[src/rtl/dcuart_pkg.sv]
package dcuart_pkg;
    localparam int BYTE_W    = 8;
    localparam int NUM_CH    = 2;
    localparam int CH_STRIDE = 'h40;
    localparam int OFF_STAT  = 'h0C;
    localparam int OFF_CMD   = 'h14;
    localparam int OFF_HOLD  = 'h1C;
    localparam int OFF_INTR  = 'h2C;
    localparam int FLUSH_BIT = 3;
    localparam int TXR_BIT   = 0;   // offset of tx-ready bit within a channel nibble
    localparam int RXR_BIT   = 1;   // offset of rx-ready bit within a channel nibble

    typedef struct packed {
        logic              full;
        logic              ovr;
        logic [BYTE_W-1:0] hold;
        logic              tx_vld;
        logic [BYTE_W-1:0] tx_byte;
        logic              flush;
    } chan_state_t;

    typedef struct packed {
        logic [BYTE_W-1:0] isr;
        logic [BYTE_W-1:0] imr;
        logic              seq;
        logic              irq;
    } irq_state_t;
endpackage

[src/rtl/dcuart_chan.sv]
module dcuart_chan
    import dcuart_pkg::*;
(
    input  logic              clk,
    input  logic              rst_n,
    input  logic              rx_valid_i,
    input  logic [BYTE_W-1:0] rx_data_i,
    input  logic              hold_rd_i,
    input  logic              hold_wr_i,
    input  logic              cmd_wr_i,
    input  logic [BYTE_W-1:0] wdata_i,
    output logic [BYTE_W-1:0] status_o,
    output logic [BYTE_W-1:0] hold_o,
    output logic              tx_valid_o,
    output logic [BYTE_W-1:0] tx_data_o,
    output logic              flush_o
);
    chan_state_t st_q, st_d;

    always_comb begin
        st_d        = st_q;
        st_d.tx_vld = hold_wr_i;
        st_d.flush  = cmd_wr_i && wdata_i[FLUSH_BIT];
        if (hold_wr_i) st_d.tx_byte = wdata_i;
        if (rx_valid_i) begin
            st_d.hold = rx_data_i;
            st_d.full = 1'b1;
            if (st_q.full && !hold_rd_i) st_d.ovr = 1'b1;
        end else if (hold_rd_i) begin
            st_d.full = 1'b0;
        end
    end

    always_ff @(posedge clk) begin
        if (!rst_n) st_q <= '0;
        else        st_q <= st_d;
    end

    always_comb begin
        status_o    = '0;
        status_o[0] = st_q.full;
        status_o[2] = 1'b1;
        status_o[4] = st_q.ovr;
    end

    assign hold_o     = st_q.hold;
    assign tx_valid_o = st_q.tx_vld;
    assign tx_data_o  = st_q.tx_byte;
    assign flush_o    = st_q.flush;

    assert_tx_pulse_R7: assert property (@(posedge clk) disable iff (!rst_n)
        tx_valid_o |-> $past(hold_wr_i));
    assert_flush_src_R9: assert property (@(posedge clk) disable iff (!rst_n)
        flush_o |-> ($past(cmd_wr_i) && $past(wdata_i[FLUSH_BIT])));
    assert_ovr_sticky_R3: assert property (@(posedge clk) disable iff (!rst_n)
        st_q.ovr |=> st_q.ovr);
endmodule

[src/rtl/dcuart_irq.sv]
module dcuart_irq
    import dcuart_pkg::*;
(
    input  logic              clk,
    input  logic              rst_n,
    input  logic [NUM_CH-1:0] rx_arrive_i,
    input  logic [NUM_CH-1:0] rx_clear_i,
    input  logic [NUM_CH-1:0] tx_clear_i,
    input  logic              tick_i,
    input  logic              mask_wr_i,
    input  logic [BYTE_W-1:0] wdata_i,
    input  logic              stat_a_rd_i,
    output logic [BYTE_W-1:0] isr_o,
    output logic              irq_o
);
    irq_state_t st_q, st_d;
    logic       tick_fire;
    logic       set_any;

    always_comb begin
        st_d      = st_q;
        set_any   = 1'b0;
        tick_fire = 1'b0;
        if (tick_i) begin
            st_d.seq  = ~st_q.seq;
            tick_fire = st_q.seq && (st_q.imr[TXR_BIT] || st_q.imr[4 + TXR_BIT]);
        end
        for (int c = 0; c < NUM_CH; c++) begin
            if (rx_clear_i[c]) st_d.isr[4*c + RXR_BIT] = 1'b0;
            if (tx_clear_i[c]) st_d.isr[4*c + TXR_BIT] = 1'b0;
            if (rx_arrive_i[c] && st_q.imr[4*c + RXR_BIT]) begin
                st_d.isr[4*c + RXR_BIT] = 1'b1;
                set_any = 1'b1;
            end
            if (tick_fire) st_d.isr[4*c + TXR_BIT] = 1'b1;
        end
        if (tick_fire) set_any = 1'b1;
        if (mask_wr_i) st_d.imr = wdata_i;
        if (set_any)          st_d.irq = 1'b1;
        else if (stat_a_rd_i) st_d.irq = 1'b0;
    end

    always_ff @(posedge clk) begin
        if (!rst_n) st_q <= '0;
        else        st_q <= st_d;
    end

    assign isr_o = st_q.isr;
    assign irq_o = st_q.irq;

    assert_irq_drop_R8: assert property (@(posedge clk) disable iff (!rst_n)
        (stat_a_rd_i && !set_any) |=> !irq_o);
    assert_rx_set_a_R5: assert property (@(posedge clk) disable iff (!rst_n)
        (rx_arrive_i[0] && st_q.imr[RXR_BIT]) |=> (isr_o[RXR_BIT] && irq_o));
    assert_rx_set_b_R5: assert property (@(posedge clk) disable iff (!rst_n)
        (rx_arrive_i[1] && st_q.imr[4 + RXR_BIT]) |=> (isr_o[4 + RXR_BIT] && irq_o));
endmodule

[src/rtl/dcuart_frontend.sv]
module dcuart_frontend
    import dcuart_pkg::*;
#(
    parameter int ADDR_W = 8
) (
    input  logic                     clk,
    input  logic                     rst_n,
    input  logic                     bus_valid_i,
    input  logic                     bus_write_i,
    input  logic [ADDR_W-1:0]        bus_addr_i,
    input  logic [BYTE_W-1:0]        bus_wdata_i,
    output logic [BYTE_W-1:0]        bus_rdata_o,
    input  logic [NUM_CH-1:0]        rx_valid_i,
    input  logic [NUM_CH*BYTE_W-1:0] rx_data_i,
    output logic [NUM_CH-1:0]        tx_valid_o,
    output logic [NUM_CH*BYTE_W-1:0] tx_data_o,
    output logic [NUM_CH-1:0]        flush_o,
    input  logic                     tick_i,
    output logic                     irq_o
);
    logic              rd_en, wr_en;
    logic [NUM_CH-1:0] stat_rd, hold_rd, hold_wr, cmd_wr;
    logic              intr_rd, intr_wr;
    logic [BYTE_W-1:0] ch_status [NUM_CH];
    logic [BYTE_W-1:0] ch_hold   [NUM_CH];
    logic [BYTE_W-1:0] isr;
    logic [BYTE_W-1:0] rdata_q, rdata_d;

    assign rd_en   = bus_valid_i && !bus_write_i;
    assign wr_en   = bus_valid_i &&  bus_write_i;
    assign intr_rd = rd_en && (bus_addr_i == ADDR_W'(OFF_INTR));
    assign intr_wr = wr_en && (bus_addr_i == ADDR_W'(OFF_INTR));

    for (genvar c = 0; c < NUM_CH; c++) begin : g_ch
        localparam logic [ADDR_W-1:0] A_STAT = ADDR_W'(c*CH_STRIDE + OFF_STAT);
        localparam logic [ADDR_W-1:0] A_CMD  = ADDR_W'(c*CH_STRIDE + OFF_CMD);
        localparam logic [ADDR_W-1:0] A_HOLD = ADDR_W'(c*CH_STRIDE + OFF_HOLD);

        assign stat_rd[c] = rd_en && (bus_addr_i == A_STAT);
        assign hold_rd[c] = rd_en && (bus_addr_i == A_HOLD);
        assign hold_wr[c] = wr_en && (bus_addr_i == A_HOLD);
        assign cmd_wr[c]  = wr_en && (bus_addr_i == A_CMD);

        dcuart_chan u_chan (
            .clk        (clk),
            .rst_n      (rst_n),
            .rx_valid_i (rx_valid_i[c]),
            .rx_data_i  (rx_data_i[c*BYTE_W +: BYTE_W]),
            .hold_rd_i  (hold_rd[c]),
            .hold_wr_i  (hold_wr[c]),
            .cmd_wr_i   (cmd_wr[c]),
            .wdata_i    (bus_wdata_i),
            .status_o   (ch_status[c]),
            .hold_o     (ch_hold[c]),
            .tx_valid_o (tx_valid_o[c]),
            .tx_data_o  (tx_data_o[c*BYTE_W +: BYTE_W]),
            .flush_o    (flush_o[c])
        );
    end

    dcuart_irq u_irq (
        .clk         (clk),
        .rst_n       (rst_n),
        .rx_arrive_i (rx_valid_i),
        .rx_clear_i  (hold_rd),
        .tx_clear_i  (hold_wr),
        .tick_i      (tick_i),
        .mask_wr_i   (intr_wr),
        .wdata_i     (bus_wdata_i),
        .stat_a_rd_i (stat_rd[0]),
        .isr_o       (isr),
        .irq_o       (irq_o)
    );

    always_comb begin
        rdata_d = rdata_q;
        if (rd_en) begin
            rdata_d = '0;
            if (intr_rd) rdata_d = isr;
            for (int c = 0; c < NUM_CH; c++) begin
                if (stat_rd[c]) rdata_d = ch_status[c];
                if (hold_rd[c]) rdata_d = ch_hold[c];
            end
        end
    end

    always_ff @(posedge clk) begin
        if (!rst_n) rdata_q <= '0;
        else        rdata_q <= rdata_d;
    end

    assign bus_rdata_o = rdata_q;

    assert_stat_txrdy_R1: assert property (@(posedge clk) disable iff (!rst_n)
        $past(stat_rd[0] || stat_rd[1]) |-> bus_rdata_o[2]);
    assert_unmapped_zero_R10: assert property (@(posedge clk) disable iff (!rst_n)
        (rd_en && !intr_rd && (stat_rd == '0) && (hold_rd == '0)) |=> (bus_rdata_o == '0));
endmodule

[config.mk]
export PLATFORM = sky130hd
export DESIGN_NAME = dcuart_frontend
export DESIGN_NICKNAME = d
export VERILOG_FILES = /design/src/rtl/dcuart_pkg.sv /design/src/rtl/dcuart_chan.sv /design/src/rtl/dcuart_irq.sv /design/src/rtl/dcuart_frontend.sv
export SDC_FILE = /design/constraint.sdc
export NUM_CORES = 1
export LEC_CHECK = 0
export ABC_AREA = 1
export CAP_MARGIN = 20
export CORE_ASPECT_RATIO = 1.75
export CORE_MARGIN = 2
export CORE_UTILIZATION = 47
export CTS_CLUSTER_DIAMETER = 40
export DETAILED_ROUTE_END_ITERATION = 8
export PLACE_DENSITY = 0.85
export SYNTH_ARGS = -nofsm -noshare
export SYNTH_HDL_FRONTEND = slang
export SYNTH_SLANG_ARGS = --single-unit
[constraint.sdc]
create_clock -name clk -period 1.5 [get_ports clk]
set_input_delay 0.45 -clock clk [delete_from_list [all_inputs] [get_ports clk]]
set_output_delay 0.45 -clock clk [all_outputs]
set_load 0.01 [all_outputs]
==> results.yml <==
route:
  via_per_inst: 5.19
  remaining_drc_errors: 0
  drtPass1Iterations: 4
  routedWlPerCell_um: 13.6
  wl_um: 6410
  ant_nets: 0
  dr_total_vias: 2437
  drtIter0Drc: 90
place:
  dp_slack_ns: -0.597
  placed_cell_area_um2: 3250
  gp_congestion: 0.821
  io_buffers: 67
  hpwl_um: 4580
global_route:
  grt_pass1_wl_um: 10300
  grt_max_degree: 20
  grt_pass1_vias: 2387
  antenna_found_initial: 0
  grtUsageTotal_pct: 23.7
  grt-ovfl-total: 0
floorplan:
  start_util_pct: 48.6
  core_um2: 4930
  dieArea_um2: 5710
  ioPinCount: 68
  die_h_um: 98.5
  fp.dieW_um: 58
  rows: 34
finish:
  antennaDiodeCount: 0
  stdcell_area_um2: 3520
  drive_gt1_share_pct: 17.3
  final_util_pct: 71.3
  fillers: 399
  area_delta_synth_final_pct: 46.7
  nets: 450
sta:
  hold_ws_ns: 0.439
  finalHoldViolCount: 0
  slew_headroom_pct: 75.2
  min_period_ns: 1.44
  rsz0062_at_grt: "false"
  fmax_mhz: 696
  tightest_slew_ns: 0.372
  layout_setup_ws_ns: 0.0628
  setup_viol: 0
  fin_crit_sh_pct: 95.8
  fin_skew_ns: 0.00745
  slew_violations: 0
setup_path:
  cp_slowest_cell: "dfxtp_1"
  worstSetupStartpointType: "register"
  r2r-start: "u_irq.st_q[1]"
  r2r_end: "u_irq.irq_o"
  cp-end-kind: "output port"
  rrSetupSlack_ns: 0.64
  rr_worst_depth: 4
  cp_top_family: "flip-flops"
  cp.arrival_ns: 0.99
  critPathMaxStageDelay_ns: 0.36
  crit_buf_inv: 1
  path_max_fanout: 2
  critPathKind: "register to output port"
  cp_data_required_time_ns: 1.05
  cp-startpoint: "bus_rdata_o[5]"
  path_cells: "dlygate4sd2_1"
hold_path:
  worstHoldPathCells: 2
  min_path_type: "register to register"
  hold-path-endpoint: "g_ch[1].u_chan.tx_data_o[0]"
  hold_start: "g_ch[1].u_chan.tx_data_o[0]"
power_and_ir_drop:
  p_sw_w: 0.000785
  swShare_pct: 24.0
  internal-power_w: 0.00249
  p_per_area_nw_per_um2: 931
  finalPower_w: 0.00328
  p_leak_nw: 1.63
  p_comb_share_pct: 10.5
  irDropWorstVdd_mv: 0.835
  clkPwrFrac_pct: 40.5
  p_seq_share_pct: 49.0
synthesis:
  yosys.area_share.xor_xnor_pct: 0
  synthTopCellsByArea: "dfxtp_1 48%, a21oi_1 7.9%, o21ai_0 7.9%"
  synth_edf_count: 0
  synth_area_um2: 2400
  synth_mux_area_share_pct: 0
  yosysUniqueCellTypes: 25
  async_reset_ff_share_pct: 0
  ys_ff_latch: 58
  synth-simple-area-share_pct: 23.7
  synth_top_family_by_area: "simple AND/OR/NAND/NOR gates"
  yosys.area.top_type: "dfxtp_1"
  syn_nets: 359
  yosys_warnings: 0
  netlist_instances: 320
  synth_ff_type: "dfxtp_1"
  synthDominantCellAreaShare_pct: 48.4
  synth_fa_ha_area_share_pct: 0
  ys_seq_area_share_pct: 48.4
  syn_avg_cell_area_um2: 7.50
  synth_compound_area_share_pct: 17.5
cts:
  cts_made_buffers: 9
  cts.reportedPaths.clkPinSlew_ns: 0.06
  cts_num_sinks: 58
  clock_latency_ns: 0.34
  clock_path_buffers: 2
  tritoncts: "yes"
  root_buffer: "clkbuf_8"
  cts_max_level: 3
run:
  cap_violations: 0
outcome:
  outcome: "complete, no violations"
==> synthesized netlist by cell type (2+ instances only) <==
cell,count
dfxtp_1,58
nand2_1,46
inv_1,41
a21oi_1,38
nor2_1,38
o21ai_0,38
nand3_1,22
clkbuf_1,8
buf_4,4
nor2_2,4
nor2_4,3
buf_2,2
inv_2,2
nand2_2,2
nand2_4,2
nand4_1,2
o21a_1,2
==> power groups by stage <==
| stage | clock network, W | logic (W) | registers, W |
|---|---|---|---|
| floorplan | 0 | 0.000132 | 0.00163 |
| global placement | 0 | 0.000316 | 0.00164 |
| detailed placement | 0 | 0.000325 | 0.00164 |
| CTS | 0.00134 | 0.000330 | 0.00160 |
| global route | 0.00139 | 0.000380 | 0.00161 |
| finish | 0.00132 | 0.000345 | 0.00161 |
==> layer usage <==
metal | routed length [um] | global-route usage (%) | up-vias
met1 | 2300 | 23.3 | 1119
met3 | 271 | 7.09 | 25
met4 | 297 | 11.4 | 0
met2 | 3550 | 43.4 | 80
li1 | - | - | 1213
met5 | 0 | 0 | -
==> sequential cells by signal, indices dropped and copies added (netlist names) <==
name / flops
g_ch.u_chan.status_o: 4
u_irq.isr_o: 4
u_irq.irq_o: 1
g_ch.u_chan.tx_valid_o: 2
bus_rdata_o: 8
g_ch.u_chan.flush_o: 2
g_ch.u_chan.hold_o: 16
g_ch.u_chan.tx_data_o: 16
u_irq.st_q: 5
==> repair_timing <==
action / 4_1_cts / 5_1_grt
setup buffers: 2 / 3
resized for setup: 51 / 16
endpoints found under the setup margin: 56 / 30
hold buffers: 0 / 0
pin swaps: 6 / 7
==> logic make-up (layout without fill, tap and decap cells) <==
kind of cell	Yosys count	after routing
buf+inv	59	155
flops	58	58
simple gates	122	122
compound gates	81	81
==> layout by cell type, fill, tap and decap left out, types with 4 or more instances in the layout <==
cell,Yosys,final
dlymetal6s2s_1,0,4
dlygate4sd2_1,0,35
clkdlybuf4s50_1,0,28
inv_1,41,39
a21oi_1,38,38
nor2_1,38,35
o21ai_0,38,35
nand3_1,22,21
buf_4,4,25
clkbuf_8,0,12
nand2_1,46,40
nand2_2,2,8
inv_2,2,4
dfxtp_1,58,58
nor2_4,3,8
==> area by class of cell <==
| class | count | area [um2] | area share (%) |
|---|---|---|---|
| sequential | 58 | 1160 | 33.0 |
| clock buffer | 14 | 173 | 4.91 |
| inverter | 44 | 170 | 4.83 |
| multi-input combinational | 203 | 1060 | 30.2 |
| timing repair buffer | 95 | 876 | 24.9 |
| clock inverter | 2 | 10.0 | 0.284 |
| tap | 54 | 67.6 | 1.92 |
==> worst reg2reg max path, cell delays in order, from the launching register on <==
cell,delay [ns]
dfxtp_1,0.33
nand2_1,0.08
a21oi_1,0.12
inv_1,0.08
a41oi_1,0.18
==> stage by stage <==
step | cells | setup TNS [ns]
floorplan | 320 | 0
global placement | 449 | -15.17
detailed placement | 449 | -18.15
CTS | 467 | 0
global route | 470 | 0
finish | 470 | 0
==> worst max-delay path by stage <==
stage,end,slack [ns],depth (start not counted)
after global placement,g_ch[1].u_chan.status_o[4],-0.50,7
final,bus_rdata_o[5],0.06,1
after detailed placement,g_ch[1].u_chan.status_o[4],-0.60,7
after CTS,bus_rdata_o[4],0.006,10
after floorplan,g_ch[0].u_chan.status_o[4],0.15,7
after global routing,bus_rdata_o[1],0.009,11
Note: power is estimated with default switching activity, not from simulation.
